===== config.mk =====
export PLATFORM = sky130hd
export DESIGN_NAME = tmr_irq_ctrl
export DESIGN_NICKNAME = d
export VERILOG_FILES = /design/src/rtl/tmr_irq_pkg.sv /design/src/rtl/tmr_irq_mode.sv /design/src/rtl/tmr_irq_line.sv /design/src/rtl/tmr_irq_status.sv /design/src/rtl/tmr_irq_ctrl.sv
export SDC_FILE = /design/constraint.sdc
export NUM_CORES = 1
export LEC_CHECK = 0
export ABC_AREA = 1
export BUFFER_PORTS_ARGS = -buffer_cell sky130_fd_sc_hd__buf_2
export CAP_MARGIN = 20
export CELL_PAD_IN_SITES_DETAIL_PLACEMENT = 0
export CELL_PAD_IN_SITES_GLOBAL_PLACEMENT = 1
export CORE_ASPECT_RATIO = 2
export CORE_MARGIN = 8
export CORE_UTILIZATION = 32
export CTS_BUF_LIST = sky130_fd_sc_hd__clkbuf_16
export DETAILED_ROUTE_END_ITERATION = 16
export PLACE_DENSITY = 0.76
export SKIP_LAST_GASP = 1
export SYNTH_ARGS = -nofsm -noshare
export SYNTH_HDL_FRONTEND = slang
export SYNTH_HIERARCHICAL = 1
export SYNTH_SLANG_ARGS = --single-unit

===== constraint.sdc =====
create_clock -name clk -period 1.5 [get_ports clk]
set_input_delay 0.15 -clock clk [delete_from_list [all_inputs] [get_ports clk]]
set_output_delay 0.15 -clock clk [all_outputs]
set_load 0.02 [all_outputs]

===== src/rtl/tmr_irq_pkg.sv =====
package tmr_irq_pkg;

    // Bit positions inside the mode word (the port carries bits 7:4)
    localparam int unsigned MB_TGT_EN = 4;
    localparam int unsigned MB_OVF_EN = 5;
    localparam int unsigned MB_REPEAT = 6;
    localparam int unsigned MB_TOGGLE = 7;

    // Channel 0 owns status bit STAT_BASE_BIT, channel n owns bit base+n
    localparam int unsigned STAT_BASE_BIT = 4;

    typedef enum logic [1:0] {
        LN_ARMED   = 2'd0,   // line high
        LN_RECOVER = 2'd1,   // line low, timed return
        LN_PARKED  = 2'd2    // line low, waits for event or mode write
    } line_state_e;

endpackage


===== src/rtl/tmr_irq_mode.sv =====
module tmr_irq_mode
    import tmr_irq_pkg::*;
(
    input  logic                       clk,
    input  logic                       rst_n,
    input  logic                       mode_wr,
    input  logic [MB_TOGGLE:MB_TGT_EN] mode_data,
    input  logic                       tgt_evt,
    input  logic                       ovf_evt,
    output logic                       accept,
    output logic                       tgt_en,
    output logic                       ovf_en,
    output logic                       rpt,
    output logic                       tgl,
    output logic                       tgt_flag,
    output logic                       ovf_flag
);

    logic pend_block;

    // A write is refused while any flag is pending with any enable on
    assign pend_block = (tgt_flag | ovf_flag) & (tgt_en | ovf_en);
    assign accept     = mode_wr & ~pend_block;

    always_ff @(posedge clk) begin
        if (!rst_n) begin
            tgt_en   <= 1'b0;
            ovf_en   <= 1'b0;
            rpt      <= 1'b0;
            tgl      <= 1'b0;
            tgt_flag <= 1'b0;
            ovf_flag <= 1'b0;
        end else begin
            if (mode_wr) begin
                tgt_en <= mode_data[MB_TGT_EN];
                ovf_en <= mode_data[MB_OVF_EN];
            end
            if (accept) begin
                rpt      <= mode_data[MB_REPEAT];
                tgl      <= mode_data[MB_TOGGLE];
                tgt_flag <= 1'b0;
                ovf_flag <= 1'b0;
            end else begin
                tgt_flag <= tgt_flag | tgt_evt;
                ovf_flag <= ovf_flag | ovf_evt;
            end
        end
    end

endmodule


===== src/rtl/tmr_irq_line.sv =====
module tmr_irq_line
    import tmr_irq_pkg::*;
#(
    parameter int unsigned LOW_CYC = 2
) (
    input  logic clk,
    input  logic rst_n,
    input  logic accept,
    input  logic act_tgt,
    input  logic act_ovf,
    input  logic tgt_flag,
    input  logic ovf_flag,
    input  logic rpt,
    input  logic tgl,
    output logic req_line,
    output logic fire
);

    localparam int unsigned CNT_W = $clog2(LOW_CYC + 1);
    localparam logic [CNT_W-1:0] CNT_LAST = CNT_W'(LOW_CYC - 1);

    line_state_e      state_q, state_d;
    logic [CNT_W-1:0] cnt_q;
    logic             act, elig;

    assign act  = act_tgt | act_ovf;
    assign elig = (act_tgt & (rpt | ~tgt_flag)) | (act_ovf & (rpt | ~ovf_flag));

    // State register and low-time counter
    always_ff @(posedge clk) begin
        if (!rst_n) begin
            state_q <= LN_ARMED;
            cnt_q   <= '0;
        end else begin
            state_q <= state_d;
            if (state_q != LN_RECOVER)
                cnt_q <= '0;
            else
                cnt_q <= cnt_q + 1'b1;
        end
    end

    // Next-state selection
    always_comb begin
        state_d = state_q;
        unique case (state_q)
            LN_ARMED: begin
                if (!accept && act) begin
                    if (tgl)
                        state_d = LN_PARKED;      // toggle-drop
                    else if (rpt)
                        state_d = LN_RECOVER;     // pulse-drop
                end
            end
            LN_RECOVER: begin
                if (accept)
                    state_d = LN_ARMED;           // rearm
                else if (cnt_q == CNT_LAST)
                    state_d = LN_ARMED;           // recover-done
            end
            LN_PARKED: begin
                if (accept)
                    state_d = LN_ARMED;           // rearm
                else if (act && rpt && tgl)
                    state_d = LN_ARMED;           // toggle-rise
            end
            default: state_d = LN_ARMED;
        endcase
    end

    // Outputs
    always_comb begin
        req_line = (state_q == LN_ARMED);
        fire     = (state_q == LN_ARMED) & ~accept & elig;
    end

endmodule


===== src/rtl/tmr_irq_status.sv =====
module tmr_irq_status
    import tmr_irq_pkg::*;
#(
    parameter int unsigned STAT_W   = 32,
    parameter int unsigned CHAN_IDX = 0
) (
    input  logic              clk,
    input  logic              rst_n,
    input  logic              fire,
    input  logic              clr_wr,
    input  logic [STAT_W-1:0] clr_data,
    output logic [STAT_W-1:0] stat_q
);

    localparam int unsigned     BIT_POS = STAT_BASE_BIT + CHAN_IDX;
    localparam logic [STAT_W-1:0] CH_MASK = STAT_W'(1) << BIT_POS;

    logic [STAT_W-1:0] clr_mask, set_mask;

    assign clr_mask = clr_wr ? clr_data : '0;
    assign set_mask = fire ? CH_MASK : '0;

    // Set takes priority over a simultaneous clear
    always_ff @(posedge clk) begin
        if (!rst_n)
            stat_q <= '0;
        else
            stat_q <= (stat_q & ~clr_mask) | set_mask;
    end

endmodule


===== src/rtl/tmr_irq_ctrl.sv =====
module tmr_irq_ctrl
    import tmr_irq_pkg::*;
#(
    parameter int unsigned STAT_W   = 32,
    parameter int unsigned CHAN_IDX = 0,
    parameter int unsigned LOW_CYC  = 2
) (
    input  logic                       clk,
    input  logic                       rst_n,
    input  logic                       tgt_evt,
    input  logic                       ovf_evt,
    input  logic                       mode_wr,
    input  logic [MB_TOGGLE:MB_TGT_EN] mode_data,
    input  logic                       clr_wr,
    input  logic [STAT_W-1:0]          clr_data,
    output logic [STAT_W-1:0]          irq_status,
    output logic                       req_line,
    output logic                       tgt_flag,
    output logic                       ovf_flag
);

    logic accept, tgt_en, ovf_en, rpt, tgl, fire;
    logic act_tgt, act_ovf;

    tmr_irq_mode u_mode (
        .clk       (clk),
        .rst_n     (rst_n),
        .mode_wr   (mode_wr),
        .mode_data (mode_data),
        .tgt_evt   (tgt_evt),
        .ovf_evt   (ovf_evt),
        .accept    (accept),
        .tgt_en    (tgt_en),
        .ovf_en    (ovf_en),
        .rpt       (rpt),
        .tgl       (tgl),
        .tgt_flag  (tgt_flag),
        .ovf_flag  (ovf_flag)
    );

    assign act_tgt = tgt_evt & tgt_en;
    assign act_ovf = ovf_evt & ovf_en;

    tmr_irq_line #(.LOW_CYC(LOW_CYC)) u_line (
        .clk      (clk),
        .rst_n    (rst_n),
        .accept   (accept),
        .act_tgt  (act_tgt),
        .act_ovf  (act_ovf),
        .tgt_flag (tgt_flag),
        .ovf_flag (ovf_flag),
        .rpt      (rpt),
        .tgl      (tgl),
        .req_line (req_line),
        .fire     (fire)
    );

    tmr_irq_status #(.STAT_W(STAT_W), .CHAN_IDX(CHAN_IDX)) u_stat (
        .clk      (clk),
        .rst_n    (rst_n),
        .fire     (fire),
        .clr_wr   (clr_wr),
        .clr_data (clr_data),
        .stat_q   (irq_status)
    );

endmodule


==> results.sh <==
export IMPL_status="complete, no violations"
export IMPL_cts_resized=0
export IMPL_worstPathArrival_ps=1450
export IMPL_drv_cap=0
export IMPL_clkSlewWorstSetupHoldPaths_ps=60
export IMPL_io_buffers=76
export IMPL_yosys_area_top_type="dfxtp_1"
export IMPL_timing_final_ws_setup_ps=222
export IMPL_power_density_nw_per_um2=1150
export IMPL_dieWidth_um=66.6
export IMPL_fin_setup_tns_ps=0
export IMPL_ios=77
export IMPL_ctsHoldBuffers=0
export IMPL_area_growth_syn_to_layout_pct=35.1
export IMPL_cts_setup_buffers=0
export IMPL_grt_max_degree=22
export IMPL_start_kind="register"
export IMPL_critPathKind="reg2reg"
export IMPL_avgSynthCellArea_um2=8.76
export IMPL_fin_worst_skew_ps=4.90
export IMPL_p_leak_nw=1.08
export IMPL_fin_nets=310
export IMPL_max_freq_ghz=0.783
export IMPL_grt_pass1_wl_um=6310
export IMPL_synth_top_area_share=0.513
export IMPL_rsz0062_at_grt="no"
export IMPL_h_tree_depth=2
export IMPL_drc=0
export IMPL_yosysUniqueCellTypes=21
export IMPL_wire_per_inst_um=11.9
export IMPL_firstDrtPassIters=6
export IMPL_synthCells=187
export IMPL_num_vias=1444
export IMPL_synth_net_count=230
export IMPL_hold_violations=0
export IMPL_dr_wl_met3_um=541
export IMPL_grt_pass1_vias=1432
export IMPL_numCtsBuffers=5
export IMPL_r2r_start="u_mode/tgt_flag$_SDFF_PP0_"
export IMPL_clockBufferDepth=2
export IMPL_wl_um=3890
export IMPL_core_um2=5050
export IMPL_ys_seq_area_frac=0.513
export IMPL_ir_drop_mv=0.796
export IMPL_clock_latency_ps=280
export IMPL_ant_nets=0
export IMPL_grt_total_usage=0.103
export IMPL_finish_utilization=0.438
export IMPL_yosys_top_cells_area="dfxtp_1 51%, a21oi_2 16%, nand2_1 10%"
export IMPL_holdCritPathClass="in2reg"
export IMPL_clockRootBuffer="clkbuf_16"
export IMPL_dpl_hpwl_um=3050
export IMPL_drive_gt1_frac=0.493
export IMPL_cp_max_fo=5
export IMPL_cp_required_ps=1670
export IMPL_die_y_um=117
export IMPL_worst_slew_pin_slew_ps=467
export IMPL_tritoncts="done"
export IMPL_maxSlewHeadroom=0.688
export IMPL_finalCriticalPeriod_ps=1280
export IMPL_antenna_found_initial=0
export IMPL_wl_met1_um=1590
export IMPL_period_share=0.852
export IMPL_setup_violations=0
export IMPL_clock_sinks=42
export IMPL_place_ws_ps=229
export IMPL_synth_warnings=6
export IMPL_final_max_slew_viol_count=0
export IMPL_dieArea_um2=7800
export IMPL_start_util=0.325
export IMPL_grt_ovfl_total=0
export IMPL_synth_area_um2=1640
export IMPL_hold_start="clr_data[29]"
export IMPL_wl_met2_um=1720
export IMPL_cp_startpoint="u_mode/tgt_flag$_SDFF_PP0_"
export IMPL_diodes=0
export IMPL_drtIter0Drc=50
export IMPL_maxUsedRoutingLayer="met4"
export IMPL_globalplace_congestion=0.783
export IMPL_ys_ff_latch=42
export IMPL_endpoint_kind="register"
export IMPL_avgViaCountPerCell=4.43
export IMPL_row_count=37
==> cell families after synthesis <==
kind of cell               share of synthesized area
buffers and inverters                         0.0894
and+or+nand+nor                                0.191
adders and majority gates                    0.00764
AOI/OAI and AO/OA                              0.199
DFF                                            0.513
==> cell usage after synthesis <==
library cell and n:
nor2_2 2, a21oi_1 9, inv_1 15, nor3_1 1, nand2_4 1, nand2_2 5
o21ai_1 2, buf_4 3, a31oi_1 1, nand4_1 1, dfxtp_1 42, nor2_1 11
a21oi_2 29, clkinv_1 1, ha_1 1, nand3_2 1, nand2_1 44, nand3_1 6
buf_6 3, o211a_1 1, inv_2 8
==> where the power goes <==
group / total [mW] / leakage [nW] / internal (mW) / switching (mW)
sequential: 1.19 / 0.340 / 1.15 / 0.0354
combinational: 0.334 / 0.668 / 0.131 / 0.203
clock: 1.02 / 0.0750 / 0.609 / 0.411
==> layout by cell type (no fill, tap or decap), drive strengths merged <==
master | synthesis | layout
nand3 | 7 | 7
clkinv | 1 | 3
a21oi | 38 | 38
nand2 | 50 | 50
inv | 23 | 24
nand4 | 1 | 1
o21ai | 2 | 2
nor3 | 1 | 1
nor2 | 13 | 13
ha | 1 | 1
buf | 6 | 79
clkbuf | 0 | 5
a31oi | 1 | 1
o211a | 1 | 1
dfxtp | 42 | 42
==> sequential cells by signal, summed over array words and instances, names as in the netlist <==
register	count
u_line/state_q	2
u_mode/ovf_en	1
u_mode/rpt	1
u_mode/tgt_en	1
u_line/cnt_q	2
u_mode/tgl	1
u_mode/tgt_flag	1
u_stat/stat_q	32
u_mode/ovf_flag	1
==> layout make-up <==
| class | count | area, µm² |
|---|---|---|
| fill | 530 | 2830 |
| sequential | 42 | 841 |
| multi-input combinational | 115 | 651 |
| timing repair buffer | 79 | 415 |
| clock buffer | 5 | 125 |
| inverter | 24 | 90.1 |
| tap | 58 | 72.6 |
| clock inverter | 3 | 17.5 |
==> worst max-delay path, stage by stage (launching register included) <==
cell	delay [ps]
dfxtp_1	330
inv_1	70
nand2_2	60
nand2_4	80
nand2_2	60
inv_1	70
clkinv_1	110
nand3_1	110
nand2_2	60
nand3_1	70
nand2_1	60
inv_1	60
nor2_2	40
==> path summary, 6_finish.rpt <==
| path | end | slack [ps] | cells after the start |
|---|---|---|---|
| setup / recovery | u_line/state_q[0]$_SDFFE_PN0P_ | 220 | 12 |
| hold / removal | u_stat/stat_q[29]$_SDFF_PN0_ | 40 | 2 |
| setup reg to reg | u_line/state_q[0]$_SDFFE_PN0P_ | 220 | 12 |
| hold reg to reg | u_line/cnt_q[0]$_SDFF_PP0_ | 430 | 1 |
==> metrics by stage <==
step	instance area [µm²]	power (mW)	hold slack (ps)	std cells
2_1_floorplan	1640	1.42	233	187
3_3_place_gp	2070	1.54	324	318
3_5_place_dp	2070	1.55	332	318
4_1_cts	2210	2.59	32.3	326
5_1_grt	2210	2.68	31.8	326
6_report	2210	2.54	40.4	326
==> routing by layer <==
layer  vias up  GRT usage
li1        750          -
met1       625      0.117
met2        64      0.153
met3         5     0.0591
met4         0     0.0387
met5         -          0
No activity file was read; power rests on OpenSTA's default activity.
